[src/rtl/wdt_pkg.sv]
package wdt_pkg;
  localparam int B_SEL_LO  = 10;
  localparam int B_FRZ     = 9;
  localparam int B_EN      = 7;
  localparam int B_IE      = 6;
  localparam int B_IVL_LO  = 4;
  localparam int B_IRQF    = 3;
  localparam int B_RSTF    = 2;
  localparam int B_RSTEN   = 1;
  localparam int B_RESTART = 0;
  localparam int CTRL_W    = 12;

  typedef struct packed {
    logic [1:0] clk_sel;
    logic       frz;
    logic       en;
    logic       ie;
    logic [1:0] ivl;
    logic       irq_flag;
    logic       rst_en;
  } ctrl_t;

  localparam ctrl_t CTRL_RST = '{clk_sel: 2'd1, default: '0};
endpackage

[src/rtl/wdt_prescale.sv]
module wdt_prescale #(
  parameter int unsigned PS_EXP1 = 8,
  parameter int unsigned PS_EXP2 = 11,
  parameter int unsigned PS_EXP3 = 16
) (
  input  logic       clk_i,
  input  logic       rst_ni,
  input  logic       run_i,
  input  logic       clr_i,
  input  logic [1:0] sel_i,
  output logic       tick_o
);
  localparam int unsigned PS_W = (PS_EXP3 > 0) ? PS_EXP3 : 1;
  localparam int unsigned EXPS [4] = '{0, PS_EXP1, PS_EXP2, PS_EXP3};

  logic [PS_W:0] lim [4];
  logic [PS_W:0] cnt_q;

  for (genvar g = 0; g < 4; g++) begin : g_lim
    assign lim[g] = (PS_W+1)'((64'd1 << EXPS[g]) - 64'd1);
  end

  // >= keeps a tick coming if the divider shrinks mid-period
  assign tick_o = run_i && (cnt_q >= lim[sel_i]);

  always_ff @(posedge clk_i or negedge rst_ni) begin
    if (!rst_ni)     cnt_q <= '0;
    else if (clr_i)  cnt_q <= '0;
    else if (run_i)  cnt_q <= tick_o ? '0 : cnt_q + 1'b1;
  end
endmodule

[src/rtl/wdt_countdown.sv]
module wdt_countdown #(
  parameter int unsigned BASE_EXP  = 14,
  parameter int unsigned GRACE_CYC = 1024
) (
  input  logic       clk_i,
  input  logic       rst_ni,
  input  logic       tick_i,
  input  logic       load_i,
  input  logic [1:0] ivl_i,
  input  logic       park_i,
  output logic       expire_o
);
  localparam int unsigned CNT_W = BASE_EXP + 7;

  logic [CNT_W-1:0] tmo [4];
  logic [CNT_W-1:0] rem_q;

  for (genvar g = 0; g < 4; g++) begin : g_tmo
    assign tmo[g] = CNT_W'(1) << (BASE_EXP + 2*g);
  end

  assign expire_o = tick_i && (rem_q == CNT_W'(1)) && !load_i;

  always_ff @(posedge clk_i or negedge rst_ni) begin
    if (!rst_ni) begin
      rem_q <= '0;
    end else if (load_i) begin
      rem_q <= tmo[ivl_i];
    end else if (tick_i && (rem_q != '0)) begin
      if (rem_q == CNT_W'(1)) rem_q <= park_i ? '0 : CNT_W'(GRACE_CYC);
      else                    rem_q <= rem_q - 1'b1;
    end
  end
endmodule

[src/rtl/wdt_ctrl_reg.sv]
module wdt_ctrl_reg
  import wdt_pkg::*;
(
  input  logic              clk_i,
  input  logic              rst_ni,
  input  logic              por_ni,
  input  logic              wr_en_i,
  input  logic [CTRL_W-1:0] wr_data_i,
  input  logic              expire_i,
  output ctrl_t             ctrl_o,
  output logic              rst_flag_o,
  output logic              sys_rst_o
);
  ctrl_t ctrl_q;
  logic  rst_flag_q, sys_rst_q;
  logic  set_irq, set_rst, clr_irq, clr_rst;

  assign set_irq = expire_i && !ctrl_q.irq_flag;
  assign set_rst = expire_i && ctrl_q.irq_flag && ctrl_q.rst_en;
  assign clr_irq = wr_en_i && wr_data_i[B_IRQF];
  assign clr_rst = wr_en_i && wr_data_i[B_RSTF];

  always_ff @(posedge clk_i or negedge rst_ni) begin
    if (!rst_ni) begin
      ctrl_q    <= CTRL_RST;
      sys_rst_q <= 1'b0;
    end else begin
      if (wr_en_i) begin
        ctrl_q.clk_sel <= wr_data_i[B_SEL_LO+:2];
        ctrl_q.frz     <= wr_data_i[B_FRZ];
        ctrl_q.en      <= wr_data_i[B_EN];
        ctrl_q.ie      <= wr_data_i[B_IE];
        ctrl_q.ivl     <= wr_data_i[B_IVL_LO+:2];
        ctrl_q.rst_en  <= wr_data_i[B_RSTEN];
      end
      // a set from expiry outranks a same-cycle clear
      ctrl_q.irq_flag <= (ctrl_q.irq_flag && !clr_irq) || set_irq;
      sys_rst_q       <= sys_rst_q || set_rst;
    end
  end

  // only power-on clears the reset flag
  always_ff @(posedge clk_i or negedge por_ni) begin
    if (!por_ni) rst_flag_q <= 1'b0;
    else         rst_flag_q <= (rst_flag_q && !clr_rst) || set_rst;
  end

  assign ctrl_o     = ctrl_q;
  assign rst_flag_o = rst_flag_q;
  assign sys_rst_o  = sys_rst_q;
endmodule

[src/rtl/stage_watchdog.sv]
module stage_watchdog
  import wdt_pkg::*;
#(
  parameter int unsigned BASE_EXP  = 14,
  parameter int unsigned GRACE_CYC = 1024,
  parameter int unsigned PS_EXP1   = 8,
  parameter int unsigned PS_EXP2   = 11,
  parameter int unsigned PS_EXP3   = 16
) (
  input  logic        clk_i,
  input  logic        rst_ni,
  input  logic        por_ni,
  input  logic        wr_en_i,
  input  logic [31:0] wr_data_i,
  output logic [31:0] rd_data_o,
  output logic        irq_o,
  output logic        sys_rst_o
);
  ctrl_t ctrl;
  logic  rst_flag, restart, tick, expire;
  logic  unused_wr_hi;

  assign unused_wr_hi = ^wr_data_i[31:CTRL_W];
  assign restart      = wr_en_i && wr_data_i[B_RESTART];

  wdt_ctrl_reg u_reg (
    .clk_i      (clk_i),
    .rst_ni     (rst_ni),
    .por_ni     (por_ni),
    .wr_en_i    (wr_en_i),
    .wr_data_i  (wr_data_i[CTRL_W-1:0]),
    .expire_i   (expire),
    .ctrl_o     (ctrl),
    .rst_flag_o (rst_flag),
    .sys_rst_o  (sys_rst_o)
  );

  wdt_prescale #(
    .PS_EXP1 (PS_EXP1),
    .PS_EXP2 (PS_EXP2),
    .PS_EXP3 (PS_EXP3)
  ) u_ps (
    .clk_i  (clk_i),
    .rst_ni (rst_ni),
    .run_i  (ctrl.en),
    .clr_i  (restart),
    .sel_i  (ctrl.clk_sel),
    .tick_o (tick)
  );

  wdt_countdown #(
    .BASE_EXP  (BASE_EXP),
    .GRACE_CYC (GRACE_CYC)
  ) u_cnt (
    .clk_i    (clk_i),
    .rst_ni   (rst_ni),
    .tick_i   (tick),
    .load_i   (restart),
    .ivl_i    (wr_data_i[B_IVL_LO+:2] & {2{restart}} | ctrl.ivl & {2{!restart}}),
    .park_i   (ctrl.irq_flag),
    .expire_o (expire)
  );

  assign rd_data_o = {20'd0, ctrl.clk_sel, ctrl.frz, 1'b0, ctrl.en, ctrl.ie,
                      ctrl.ivl, ctrl.irq_flag, rst_flag, ctrl.rst_en, 1'b0};
  assign irq_o     = ctrl.irq_flag && ctrl.ie;
endmodule

[config.mk]
export PLATFORM = sky130hd
export DESIGN_NAME = stage_watchdog
export DESIGN_NICKNAME = d
export VERILOG_FILES = /design/src/rtl/wdt_pkg.sv /design/src/rtl/wdt_prescale.sv /design/src/rtl/wdt_countdown.sv /design/src/rtl/wdt_ctrl_reg.sv /design/src/rtl/stage_watchdog.sv
export SDC_FILE = /design/constraint.sdc
export NUM_CORES = 1
export LEC_CHECK = 0
export BUFFER_PORTS_ARGS = -buffer_cell sky130_fd_sc_hd__buf_2
export CAP_MARGIN = 20
export CELL_PAD_IN_SITES_DETAIL_PLACEMENT = 1
export CELL_PAD_IN_SITES_GLOBAL_PLACEMENT = 1
export CORE_ASPECT_RATIO = 1.25
export CORE_MARGIN = 1
export CORE_UTILIZATION = 44
export DETAILED_ROUTE_END_ITERATION = 16
export PLACE_DENSITY = 0.95
export SYNTH_ARGS = -nofsm -noshare
export SYNTH_HDL_FRONTEND = slang
export SYNTH_SLANG_ARGS = --single-unit
[constraint.sdc]
create_clock -name clk_i -period 4.2 [get_ports clk_i]
set_input_delay 0.63 -clock clk_i [delete_from_list [all_inputs] [get_ports clk_i]]
set_output_delay 0.63 -clock clk_i [all_outputs]
set_load 0.01 [all_outputs]
==> flow_summary.toml <==
[route]
drc = 0
num_vias = 2989
routed_wl_mm = 9.301
first_pass_iters = 4
drtIter0Drc = 193
viasPerCell = 6.227
wire_per_inst_um = 19.38
drtAntennaViolNets = 0

[synthesis]
ys_types = 61
synth_adder_area_share_pct = 4.934
yosys_warnings = 0
synth_area_mm2 = 0.003297
synth_compound_area_share_pct = 20.80
syn_inst = 369
postSynth.asyncResetShare_pct = 100.0
synth_edf_count = 0
yosysTopAreaCell = "dfrtp_1"
synthXorXnorAreaFrac_pct = 0.2657
synth_top_area_share_pct = 36.43
synth_top_family_by_area = "simple AND/OR/NAND/NOR gates"
synth_top_flop_cell = "dfrtp_1"
postSynthAreaPerCell_um2 = 8.935
synthTopCellsByArea = "dfrtp_1, buf_4, ha_1"
synth_seq_cells = 49
synthMuxAreaShare_pct = 3.605
post_synth_and_or_nand_nor_area_fraction_pct = 23.72
yosysSeqAreaShare_pct = 37.23

[floorplan]
rows = 34
coreArea_mm2 = 0.007104
start_util_pct = 46.41
die_area_mm2 = 0.007846
ios = 70
die_y_um = 98.78
die_w_um = 79.43

[setup_path]
criticalPathCategory = "reg -> reg"
cp_max_fo = 14
critPathRequiredTime_ns = 4.40
critPathBufInv = 0
slowest_delay_ns = 0.59
cp-start-kind = "register"
cp-end-kind = "register"
cp.arrival_ns = 3.38
crit_chain = "nand2_1, ha_1, nand4b_1, o21ai_1, a21o_1, a21oi_1, a221o_1"
path_delay_family = "compound AO/OA/AOI/OAI gates"
crit_path_top_delay_cell = "dfstp_2"

[timing]
finalCritPeriodShare_pct = 75.75
tightest_slew_ns = 0.9673
worst_hold_slack_ns = 0.05950
setup_viol = 0
max_freq_mhz = 314.3
grt_setup_unrepaired = "no"
slew_viol_final = 0
hold_viol = 0
skew_ns = 0.01445
relSlewSlack_pct = 34.92
fin_crit_ns = 3.182
fin_tns_setup_ns = 0

[power_and_ir_drop]
seqPwrFrac_pct = 47.6
netSwitchingFraction_pct = 35.79
leakagePower_uw = 0.001554
switching_power_uw = 406.0
power.density_mw_per_mm2 = 324.4
p_clk_share_pct = 26.1
ir_drop_uv = 165.6
p_comb_share_pct = 26.2
internal-power_uw = 728.6

[placed_design]
hpwl_mm = 6.684
gp_congestion = 0.8656
port_buffers = 26
place_area_mm2 = 0.003374

[cells_and_area]
fillers = 867
area_delta_synth_final_pct = 6.072
fin_area_mm2 = 0.003497
diodes = 0
fin_nets = 438
drive_gt1_share_pct = 14.87

[cts]
clkTransAtPathRegs_ns = 0.11
numCtsBuffers = 5
cts_resized = 0
postCtsSetupRepairBufs = 0
cts_root_buf = "clkbuf_8"
clockBufferDepth = 2
htree_levels = 2
cts_tree = "done"
holdBufCountCts = 0
cts.sinks = 49
clkLatencyLatePin_ns = 0.32

[grt]
grt_first_pass_wirelength_mm = 15.30
grt.total_usage_pct = 24.69
grt_pass1_vias = 3151
grt_overflow_total = 0
antenna_found_initial = 0
grt_max_degree = 49

[job]
cap_viol_max_count = 0

[min_path]
hold_path_class = "in -> async"

[outcome]
status = "complete, no violations"
[registers in the layout (all words and copies together) (netlist names)]
name / count
u_cnt.rem_q: 21
u_ps.cnt_q: 17
u_reg.ctrl_o: 9
u_reg.rst_flag_o: 1
u_reg.sys_rst_o: 1
[cell type report]
cell class	instances	area, um2	share of cell area (%)
Multi-Input combinational cell	289	1841	52.63
Timing Repair Buffer	29	168.9	4.830
Tap cell	90	112.6	3.220
Clock buffer	5	68.82	1.968
Inverter	15	56.30	1.610
Sequential cell	49	1227	35.10
Clock inverter	3	22.52	0.6440
[path summary, 6_finish.rpt]
check                                      from          endpoint  slack (ns)  cells after the start
worst max-delay path            u_reg.ctrl_o[7]    u_cnt.rem_q[3]        1.02                      7
worst min-delay path                     por_ni  u_reg.rst_flag_o        0.06                      1
worst max register to register  u_reg.ctrl_o[7]    u_cnt.rem_q[3]        1.02                      7
worst min register to register  u_reg.sys_rst_o   u_reg.sys_rst_o        0.49                      1
max in group asynchronous                rst_ni   u_reg.ctrl_o[7]        3.41                      2
min in group clk_i              u_reg.sys_rst_o   u_reg.sys_rst_o        0.49                      1
[layout by cell type (no fill, tap or decap), types with 3 or more instances in the layout]
cell,Yosys,layout
a21o_1,6,6
mux2_2,7,7
nand3b_1,3,3
o21ai_0,17,17
ha_1,13,13
and3_1,5,5
dfrtp_1,48,48
mux2i_1,4,4
nand2_1,32,32
a31oi_1,9,9
nor4_1,5,5
o311ai_0,7,7
nor2_1,25,25
nand3_1,22,22
or3_1,5,5
inv_1,15,15
o31ai_1,6,6
conb_1,1,22
clkbuf_8,0,5
or4_1,4,4
a21oi_1,18,18
nor3_1,13,13
and2_1,6,6
nand4_1,13,13
buf_2,3,26
clkinvlp_4,0,3
a221o_1,3,3
[cells in the mapped netlist (3+ instances only)]
master and instances:
ha_1 13, nor2_1 25, nand3_1 22, and3_1 5, or3_1 5, o311ai_0 7, or4_1 4, a21o_1 6
inv_1 15, nor3_1 13, o21ai_0 17, o31ai_1 6, nor4_1 5, mux2i_1 4, dfrtp_1 48, and2_1 6
a221o_1 3, nand4_1 13, a21oi_1 18, buf_4 27, mux2_2 7, a31oi_1 9, clkbuf_1 6, buf_2 3
nand2_1 32, nand3b_1 3
[metal layers]
layer	vias up	track usage, %	wire length, um
met5	-	0	0
met4	0	11.19	301
met3	28	3.148	228
met2	68	43.46	4951
met1	1512	29.44	3820
li1	1381	-	-
[power groups by stage]
stage / sequential (uW) / clock [uW] / combinational [uW]
3_3_place_gp: 546 / 0 / 271
4_1_cts: 540 / 301 / 291
3_5_place_dp: 549 / 0 / 289
5_1_grt: 545 / 321 / 331
6_report: 541 / 296 / 298
2_1_floorplan: 541 / 0 / 226
[logic make-up after synthesis]
| logic type | count (synthesis) |
|---|---|
| other | 1 |
| AOI/OAI and AO/OA | 95 |
| adders and majority gates | 13 |
| and+or+nand+nor | 147 |
| buffers and inverters | 52 |
| DFF | 49 |
| xor gates and xnor gates | 1 |
| muxes | 11 |
[worst reg2reg max path, stage by stage, from the launching register on]
cell and delay [ns]:
dfstp_2 0.59, nand2_1 0.14, ha_1 0.34, nand4b_1 0.21
o21ai_1 0.59, a21o_1 0.44, a21oi_1 0.30, a221o_1 0.44
[stage by stage]
stage	utilization [%]	setup WS (ns)	std cells	total power, uW
2_1_floorplan	-	1.735	390	767.3
3_3_place_gp	47.50	1.253	470	817.4
6_report	49.23	1.018	480	1135
4_1_cts	48.78	1.118	478	1131
5_1_grt	49.23	0.8820	480	1197
3_5_place_dp	47.50	1.130	470	838.2
No activity file was read; power rests on OpenSTA's default activity.
